File: src/rtl/tagchk_pkg.sv
package tagchk_pkg;
  localparam int ADDR_W     = 64;
  localparam int HALF_BIT   = 55;
  localparam int NARROW_TOP = 31;
  localparam int IDX_W      = $clog2(ADDR_W);

  typedef logic [IDX_W-1:0] bitIdx_t;

  // strobes from control to datapath
  typedef struct packed {
    logic narrow;     // 32-bit regime
    logic zeroExt;    // upper word forced to zero
    logic useTag;     // top byte ignored
    logic upperHalf;  // bits above VA size must be ones
    logic capture;    // load fault address
  } tagStrobes_t;
endpackage

File: src/rtl/tagchk_ctrl.sv
module tagchk_ctrl
  import tagchk_pkg::*;
(
  input  logic        clk,
  input  logic        rstN,
  input  logic        vaBit55,
  input  logic [1:0]  privLevel,
  input  logic        curIs32,
  input  logic        lvl1Is32,
  input  logic        tagIgnLo01,
  input  logic        tagIgnHi01,
  input  logic        tagIgnL2,
  input  logic        tagIgnL3,
  input  logic        captureStb,
  output tagStrobes_t strb
);
  logic wideRegime;
  logic zeroExt;
  logic effBit55;
  logic selEnable;

  always_comb begin
    zeroExt    = curIs32 && (privLevel == 2'd0) && !lvl1Is32;
    wideRegime = !curIs32 || zeroExt;
    effBit55   = zeroExt ? 1'b0 : vaBit55;
    unique case (privLevel)
      2'd0, 2'd1: selEnable = effBit55 ? tagIgnHi01 : tagIgnLo01;
      2'd2:       selEnable = tagIgnL2;
      default:    selEnable = tagIgnL3;
    endcase
    strb.narrow    = !wideRegime;
    strb.zeroExt   = zeroExt;
    strb.useTag    = wideRegime && selEnable;
    strb.upperHalf = wideRegime && !privLevel[1] && effBit55;
    strb.capture   = captureStb;
  end

  // plain 32-bit execution always selects the narrow regime
  a_r1_narrow: assert property (@(posedge clk) disable iff (!rstN)
    (curIs32 && (privLevel != 2'd0 || lvl1Is32)) |-> strb.narrow);

  // upper-half switch governs when bit 55 is set at levels 0/1
  a_r3_upper_sel: assert property (@(posedge clk) disable iff (!rstN)
    (!curIs32 && privLevel < 2'd2 && vaBit55)
      |-> (strb.useTag == tagIgnHi01) && strb.upperHalf);

  // level 3 follows its own switch
  a_r4_level3: assert property (@(posedge clk) disable iff (!rstN)
    (!curIs32 && privLevel == 2'd3) |-> (strb.useTag == tagIgnL3) && !strb.upperHalf);
endmodule

File: src/rtl/tagchk_dp.sv
module tagchk_dp
  import tagchk_pkg::*;
#(
  parameter int VA_BITS   = 48,
  parameter int PAGE_BITS = 12
) (
  input  logic              clk,
  input  logic              rstN,
  input  tagStrobes_t       strb,
  input  logic [ADDR_W-1:0] vaddr,
  input  logic [ADDR_W-1:0] invTarget,
  output bitIdx_t           topBit,
  output logic              rangeFault,
  output logic              invMatch,
  output logic [ADDR_W-1:0] faultAddr
);
  logic [ADDR_W-1:0] effVa;
  logic [ADDR_W-1:0] rangeMask;
  logic [ADDR_W-1:0] cmpMask;
  logic [ADDR_W-1:0] wantBits;
  bitIdx_t           topComb;
  logic              faultComb;
  logic              matchComb;

  always_comb begin
    effVa = strb.zeroExt ? {32'b0, vaddr[31:0]} : vaddr;
    if (strb.narrow)      topComb = bitIdx_t'(NARROW_TOP);
    else if (strb.useTag) topComb = bitIdx_t'(HALF_BIT);
    else                  topComb = bitIdx_t'(ADDR_W - 1);
  end

  generate
    for (genvar g = 0; g < ADDR_W; g++) begin : gMask
      assign rangeMask[g] = (g >= VA_BITS)   && (g <= int'(topComb));
      assign cmpMask[g]   = (g >= PAGE_BITS) && (g <= int'(topComb));
    end
  endgenerate

  always_comb begin
    wantBits  = {ADDR_W{strb.upperHalf}};
    faultComb = |((effVa ^ wantBits) & rangeMask);
    matchComb = ~|((effVa ^ invTarget) & cmpMask);
  end

  always_ff @(posedge clk) begin
    if (!rstN) begin
      topBit     <= bitIdx_t'(ADDR_W - 1);
      rangeFault <= 1'b0;
      invMatch   <= 1'b0;
      faultAddr  <= '0;
    end else begin
      topBit     <= topComb;
      rangeFault <= faultComb;
      invMatch   <= matchComb;
      if (strb.capture) faultAddr <= vaddr;
    end
  end

  // registered index only ever takes one of three legal values
  a_r8_top_legal: assert property (@(posedge clk) disable iff (!rstN)
    topBit == bitIdx_t'(NARROW_TOP) || topBit == bitIdx_t'(HALF_BIT)
      || topBit == bitIdx_t'(ADDR_W - 1));

  // capture loads the raw address including its tag
  a_r7_capture: assert property (@(posedge clk) disable iff (!rstN)
    strb.capture |=> faultAddr == $past(vaddr));

  // no capture, no change
  a_r7_hold: assert property (@(posedge clk) disable iff (!rstN)
    !strb.capture |=> $stable(faultAddr));
endmodule

File: src/rtl/tagchk_top.sv
module tagchk_top
  import tagchk_pkg::*;
#(
  parameter int VA_BITS   = 48,
  parameter int PAGE_BITS = 12
) (
  input  logic        clk,
  input  logic        rstN,
  input  logic [63:0] vaddr,
  input  logic [1:0]  privLevel,
  input  logic        curIs32,
  input  logic        lvl1Is32,
  input  logic        tagIgnLo01,
  input  logic        tagIgnHi01,
  input  logic        tagIgnL2,
  input  logic        tagIgnL3,
  input  logic [63:0] invTarget,
  input  logic        captureStb,
  output logic [5:0]  topBit,
  output logic        rangeFault,
  output logic        invMatch,
  output logic [63:0] faultAddr
);
  tagStrobes_t strb;

  tagchk_ctrl uCtrl (
    .clk        (clk),
    .rstN       (rstN),
    .vaBit55    (vaddr[HALF_BIT]),
    .privLevel  (privLevel),
    .curIs32    (curIs32),
    .lvl1Is32   (lvl1Is32),
    .tagIgnLo01 (tagIgnLo01),
    .tagIgnHi01 (tagIgnHi01),
    .tagIgnL2   (tagIgnL2),
    .tagIgnL3   (tagIgnL3),
    .captureStb (captureStb),
    .strb       (strb)
  );

  tagchk_dp #(.VA_BITS(VA_BITS), .PAGE_BITS(PAGE_BITS)) uDp (
    .clk        (clk),
    .rstN       (rstN),
    .strb       (strb),
    .vaddr      (vaddr),
    .invTarget  (invTarget),
    .topBit     (topBit),
    .rangeFault (rangeFault),
    .invMatch   (invMatch),
    .faultAddr  (faultAddr)
  );
endmodule

File: config.mk
export PLATFORM = sky130hd
export DESIGN_NAME = tagchk_top
export DESIGN_NICKNAME = d
export VERILOG_FILES = /design/src/rtl/tagchk_pkg.sv /design/src/rtl/tagchk_ctrl.sv /design/src/rtl/tagchk_dp.sv /design/src/rtl/tagchk_top.sv
export SDC_FILE = /design/constraint.sdc
export NUM_CORES = 1
export LEC_CHECK = 0
export ABC_AREA = 1
export BUFFER_PORTS_ARGS = -buffer_cell sky130_fd_sc_hd__buf_2
export CELL_PAD_IN_SITES_DETAIL_PLACEMENT = 1
export CELL_PAD_IN_SITES_GLOBAL_PLACEMENT = 1
export CORE_MARGIN = 2
export CORE_UTILIZATION = 28
export CTS_CLUSTER_SIZE = 25
export DETAILED_ROUTE_END_ITERATION = 7
export GPL_TIMING_DRIVEN = 1
export HOLD_SLACK_MARGIN = 0.12
export PLACE_DENSITY_LB_ADDON = 0.3
export SLEW_MARGIN = 0
export SYNTH_ARGS = -nofsm -noshare
export SYNTH_HDL_FRONTEND = slang
export SYNTH_SLANG_ARGS = --single-unit
File: constraint.sdc
create_clock -name clk -period 1.5 [get_ports clk]
set_input_delay 0.15 -clock clk [delete_from_list [all_inputs] [get_ports clk]]
set_output_delay 0.15 -clock clk [all_outputs]
set_load 0.02 [all_outputs]
==> impl_results.md, run 1 <==
- Sinks on Clock Net: 68
- DRC: 0
- DR iter-0 viols: between 100 and 150
- Total of endpoints with negative setup slack in the final report: 0
- Worst setup path class: primary input to flip-flop
- Critical Path AT: 1.68 ns
- Setup tns final: 0 ns
- Via count: approximately 4600
- Detail-routed net length per standard cell: between 15 and 20 um
- Hold path cells: 3
- Sequential-to-total area share from yosys stat: a little under two fifths
- Footprint of the multi-input gates: roughly 1900 um^2
- Largest incremental delay on the critical path: between 0.5 and 0.6 ns
- P&R area growth vs syn: 60.6%
- Period utilisation layout: around 93%
- Pwr/cell area: about 970 nW/um^2
- Worst slew pin tran: 0.625 ns
- Synth top area share: between 30% and 40%
- Synthesized netlist cell count: 560
- CTS tree: yes
- Number of warning messages in the yosys log: 0
- Length of the first detailed-routing pass in iterations: 4
- CP Max Fanout: 3
- Type of the most critical hold path: primary input to flip-flop
- Cell type contributing the most total cell area after synthesis: dfxtp_1
- Hold-critical path endpoint: uDp.faultAddr[54]
- Crit path cell chain: dlygate4sd3_1 -> buf_2 -> inv_1 -> o22ai_1 -> nor2_1 -> nand2_1 -> nor2_1 -> nand2_1 -> nor2_1 -> nand2_1 -> a21oi_2
- Worst hold path startpoint: vaddr[54]
- Starting density of the core: between 20% and 30%
- Final clock skew: 0 ns
- Cell with the largest stage delay on the worst path: dlygate4sd3_1
- Number of max-slew violations in the final report: 0
- Total Nets Final: about 960
- Number of unique standard cell types used by synthesis: 31
- Power share of the combinational group: ~22%
- PortBufs: a little under 200
- Required time at the worst-slack endpoint: about 1.8 ns
- Leakage component of the power: about 0.0031 uW
- Top cells by area in the synthesized netlist: dfxtp_1, nor2_1, nand2_1
- VDD IR max: between 0.0005 and 0.0006 V
- Endpoint of the lowest-slack register-to-register path: uDp.faultAddr[58]
- FF+latch count, synth: a little under 70
- Switching power: around 1600 uW
- Clock Pin Slew Worst Setup and Hold Paths: around 0.060 ns
- Internal power component: roughly 4000 uW
- GR Overflow Total: 0
- Buffers and inverters on the worst path: 3
- Commonest cells after routing, fill and taps aside: buf_2, nor2_1, nand2_1, o21ai_0, dfxtp_1
- Ratio of cells with drive above 1 in the final layout: 29.0%
- Height of the die: approximately 120 um
- Via count of the first global-routing pass: approximately 4800
- Overall power: between 5000 and 6000 uW
- Number of nets with antenna violations after routing: 0
- FMAX: between 0.7 and 0.8 GHz
- Total clock buffers created by CTS: 9
- Unrepaired setup endpoints after global routing: true
- Max-Slew Margin vs Limit: roughly three fifths
- Post-DP HPWL: ~10000 um
- Average instance area after synthesis: roughly 6.4 um^2
- Wire length reported by the detailed router: around 15000 um
- Core region area: around 13000 um^2
- Global-route wire length before repair: about 23000 um
- Most common cell after layout, fill and taps aside: buf_2
- Startpoint of the worst register-to-register path: uDp.faultAddr[58]
- Total global routing track utilization: around 22%
- Depth of the worst register-to-register path: 2
- Max Root-Sink Buffers: 2
- Clock Latency Late Sink: around 0.34 ns
- Status: complete, no violations
- Proportion of power drawn by the clock network: between 40% and 50%
- Area occupied by registers: between 1000 and 1500 um^2
- Antenna violations before repair: 1
- Sw frac: roughly 29%
- Hold WS: between 0.1 and 0.15 ns
- Horizontal die dimension: about 120 um
- Area of the mapped netlist: between 3000 and 4000 um^2
- Standard-cell rows: 41
- Final Wtd Congestion: 0.762
- Number of I/O pins: between 200 and 250
- Number of fill cells in the layout: roughly 1700
- Element type at the critical path start: primary input
- Sequential share of power: between 30% and 40%
- Mean number of vias per cell: 4.65
- Cell at the root of the clock tree: clkbuf_16
- CP delay by family, top: buffers and inverters
- Number of max-cap violations: 0
- Hold Violations, Final: 0
- Number of levels the H-tree was split into: 3
- Largest net degree at the start of global routing: 67
- Post-route minimum period: about 1.4 ns
- Type of destination of the critical path: flip-flop
- Setup slack on the worst flop-to-flop path: a little over 0.7 ns
- Full die area: 13700 um^2
- Path length in cells of the critical path: 11
-- cells in the mapped netlist --
library cell / number
dfxtp_1: 68
o31ai_1: 1
buf_1: 1
nand4_1: 6
nor2_1: 130
nand2_1: 124
xnor2_1: 5
nor2_2: 1
buf_4: 5
a21oi_2: 1
clkinv_1: 1
nand3_1: 20
nor3_1: 3
conb_1: 1
nor4_1: 1
a211oi_1: 1
a21oi_1: 15
inv_1: 50
nand2_4: 1
nor2_4: 1
buf_6: 5
nand2_2: 4
a22o_1: 2
o21ai_0: 68
buf_2: 1
nand3b_1: 15
xor2_1: 4
clkbuf_1: 18
o211ai_1: 1
o22ai_1: 5
o21bai_1: 1
-- per-layer routing --
layer | routed length [um] | share of wire (%) | up-vias | track usage, %
met3 | 1210 | 7.9 | 27 | 7.42
met2 | 7430 | 49 | 166 | 38.7
li1 | - | - | 2281 | -
met1 | 6300 | 41 | 2155 | 24.9
met4 | 313 | 2.1 | 0 | 7.69
met5 | 0 | 0 | - | 0
-- how the worst max path moves through the flow --
stage / startpoint / slack, ns / to
after floorplan: curIs32 / 0.36 / uDp.invMatch
after global placement: curIs32 / -0.05 / uDp.invMatch
after detailed placement: curIs32 / -0.13 / uDp.invMatch
after CTS: vaddr[55] / 0.06 / uDp.rangeFault
after global routing: vaddr[31] / -0.02 / uDp.invMatch
final: vaddr[13] / 0.1 / uDp.invMatch
-- power by group through the flow --
stage                     Clock [uW]  Sequential (uW)  Combinational (uW)
after global routing            2550             2000                1340
after global placement             0             2020                1040
after CTS                       2470             1990                1200
final                           2400             1990                1220
after detailed placement           0             2030                1070
after floorplan                    0             2180                 433
-- stage by stage --
stage	cells	util, %	area [um^2]	setup WS, ns
after floorplan	563	-	3600	0.359
after global placement	916	38.0	4780	-0.0501
after detailed placement	916	38.0	4780	-0.134
after CTS	995	45.7	5740	0.0555
after global routing	996	45.8	5760	-0.0176
final	996	45.8	5760	0.0996
-- layout make-up --
cell class	instances	share of cell area (%)
clock inverters	6	1.65
diodes	1	0.0434
clock buffers	10	4.15
inverters	51	3.32
repair buffers	274	30.7
multi-input cells	414	32.8
flip-flops and latches	68	23.6
well taps	172	3.74
-- registers in the layout (all words and copies together), names as in the netlist --
register	count
uDp.invMatch	1
uDp.faultAddr	64
uDp.rangeFault	1
uDp.topBit	2
-- what timing repair did --
item,4_1_cts,5_1_grt
hold buffers,63,0
setup buffers,0,0
resized for setup,0,3
endpoints found under the hold margin,63,0
setup endpoints to repair,0,2
-- worst min-delay path: stages --
cell,delay [ns]
buf_2,0.13
inv_1,0.07
a21oi_1,0.07
-- logic make-up after synthesis --
| logic type | synth area share, % |
|---|---|
| AO/OA/AOI/OAI | 14.0 |
| XOR/XNOR | 2.20 |
| buffers and inverters | 10.1 |
| flip-flops | 37.9 |
| other | 0.105 |
| AND/OR/NAND/NOR | 35.6 |
No activity file was read; power rests on OpenSTA's default activity.
==> run 2: changes to the inputs <==
MAX_ROUTING_LAYER = met4   (was not set)
==> impl_results.md, run 2 (synthesis gave the netlist of run 1 again) <==
- P&R area growth vs syn: 60.6% (unchanged)
- Core region area: 12600 um^2 (unchanged)
- Required time at the worst-slack endpoint: 1.78 ns (about the same)
- PortBufs: 194 (unchanged)
- DRC: 0 (unchanged)
- Final Wtd Congestion: 0.773 (+1.3%)
- Commonest cells after routing, fill and taps aside: buf_2, nor2_1, nand2_1, o21ai_0, dfxtp_1
- Clock Pin Slew Worst Setup and Hold Paths: 0.06 ns (about the same)
- Crit path cell chain: dlygate4sd3_1 -> buf_2 -> inv_1 -> o22ai_1 -> nor2_1 -> nand2_1 -> nor2_1 -> nand2_1 -> nor2_1 -> nand2_1 -> a21oi_2
- Hold-critical path endpoint: uDp.faultAddr[54]
- Max-Slew Margin vs Limit: 59.1% (+0.80 points)
- Detail-routed net length per standard cell: 15.3 um (-0.37%)
- Antenna violations before repair: 1 (unchanged)
- Number of max-slew violations in the final report: 0 (unchanged)
- Setup slack on the worst flop-to-flop path: 0.72 ns (about the same)
- Total of endpoints with negative setup slack in the final report: 0 (unchanged)
- Largest net degree at the start of global routing: 67 (unchanged)
- Status: complete, no violations
- Number of fill cells in the layout: 1661 (unchanged)
- Total Nets Final: 957 (unchanged)
- Depth of the worst register-to-register path: 2 (unchanged)
- Register with the most flip-flops: uDp.faultAddr
- Post-DP HPWL: 10400 um (unchanged)
- Wire length reported by the detailed router: 15200 um (-0.37%)
- Post-CTS Setup Bufs: 0 (unchanged)
- Hold path cells: 3 (unchanged)
- CTS tree: yes
- Element type at the critical path start: primary input
- Number of flip-flops in the largest register: 64 (unchanged)
- Number of nets with antenna violations after routing: 0 (unchanged)
- Clock Latency Late Sink: 0.34 ns (about the same)
- Ratio of cells with drive above 1 in the final layout: 29.0% (unchanged)
- Period utilisation layout: 93.7% (+0.38 points)
- Worst hold path startpoint: vaddr[54]
- Total clock buffers created by CTS: 9 (unchanged)
- Startpoint of the worst register-to-register path: uDp.faultAddr[58]
- Largest incremental delay on the critical path: 0.55 ns (about the same)
- Via count of the first global-routing pass: 4792 (+0.084%)
- Pwr/cell area: 973 nW/um^2 (about the same)
- Leakage component of the power: 0.00311 uW (unchanged)
- Sinks on Clock Net: 68 (unchanged)
- Number of I/O pins: 211 (unchanged)
- Footprint of the multi-input gates: 1890 um^2 (unchanged)
- Standard-cell rows: 41 (unchanged)
- Worst slew pin tran: 0.613 ns (-0.0120 ns)
- GR Overflow Total: 0 (unchanged)
- Critical Path AT: 1.69 ns (about the same)
- Pre-CTS setup slack: -0.134 ns (unchanged)
- Inst Count DP: 916 (unchanged)
- Starting density of the core: 28.5% (unchanged)
- CP Max Fanout: 3 (unchanged)
- Type of destination of the critical path: flip-flop
- Via count: 4619 (-0.22%)
- Horizontal die dimension: 117 um (unchanged)
- Final clock skew: 0 ns (unchanged)
- Worst setup path class: primary input to flip-flop
- Cell at the root of the clock tree: clkbuf_16
- Endpoint of the lowest-slack register-to-register path: uDp.faultAddr[58]
- VDD IR max: 0.000514 V (about the same)
- Full die area: 13700 um^2 (unchanged)
- Biggest regs: uDp.faultAddr x64, uDp.topBit x2
- Global-route wire length before repair: 23200 um (-0.12%)
- Cell with the largest stage delay on the worst path: dlygate4sd3_1
- Hold Violations, Final: 0 (unchanged)
- Length of the first detailed-routing pass in iterations: 4 (unchanged)
- DR iter-0 viols: 114 (-13%)
- Setup slack after layout: 0.0939 ns (-0.00570 ns)
- Type of the most critical hold path: primary input to flip-flop
- Total global routing track utilization: 22.7% (+0.67 points)
- FMAX: 0.711 GHz (-0.41%)
- Post-route minimum period: 1.41 ns (+0.00570 ns)
- Max Root-Sink Buffers: 2 (unchanged)
- Number of max-cap violations: 0 (unchanged)
- Mean number of vias per cell: 4.64 (-0.22%)
- Height of the die: 117 um (unchanged)
- Non-filler instance count after layout: 996 (unchanged)
- Area occupied by registers: 1360 um^2 (unchanged)
- Number of levels the H-tree was split into: 3 (unchanged)
- Most common cell after layout, fill and taps aside: buf_2
- Unrepaired setup endpoints after global routing: true
## run 2: cell counts in the layout (fill, tap and decap cells not counted)
No cell type changed its count.
## run 2: final cells by class
class	instances	area share, %
Antenna cell	1	0.0434
Clock buffer	10	4.15
Clock inverter	6	1.65
Inverter	51	3.32
Multi-Input combinational cell	414	32.8
Sequential cell	68	23.6
Tap cell	172	3.74
Timing Repair Buffer	274	30.7
## run 2: what timing repair did
action	4_1_cts	5_1_grt
hold buffers	63	0
gates resized for setup	0	3
setup endpoints to repair	0	2
endpoints found under the hold margin	63	0
## run 2: worst max-delay path by stage
| stage | end | slack [ns] | from |
|---|---|---|---|
| floorplan | uDp.invMatch | 0.36 | curIs32 |
| global placement | uDp.invMatch | -0.05 | curIs32 |
| detailed placement | uDp.invMatch | -0.13 | curIs32 |
| CTS | uDp.rangeFault | 0.06 | vaddr[55] |
| global route | uDp.invMatch | -0.02 | vaddr[31] |
| finish | uDp.invMatch | 0.09 | vaddr[13] |
## run 2: through the flow
stage          cell area (um^2)  TNS (ns)  power (uW)  util [%]  hold slack [ns]
2_1_floorplan              3600         0        2610         -            0.285
3_3_place_gp               4780   -0.0501        3060      38.0            0.372
3_5_place_dp               4780    -0.134        3100      38.0            0.380
4_1_cts                    5740         0        5670      45.7            0.135
5_1_grt                    5760   -0.0177        5890      45.8            0.145
6_report                   5760         0        5610      45.8            0.142
## run 2: critical path: cells and delay by family
kind	cells	cell delay (ns)
AO/OA/AOI/OAI	2	0.19
AND/OR/NAND/NOR	6	0.55
buffers and inverters	3	0.80
## run 2: power by group
group	internal, uW	leakage, uW	switching, uW
clock network	1520	0.000164	881
registers	1930	0.000565	57.7
logic	518	0.00238	698
total	3970	0.00311	1640
## run 2: metal layers
metal / part of all wire (%) / global-route usage, %
met1: 42 / 25.5
met2: 49 / 38.7
met3: 7.3 / 6.39
met4: 2.1 / 7.69
met5: 0 / -
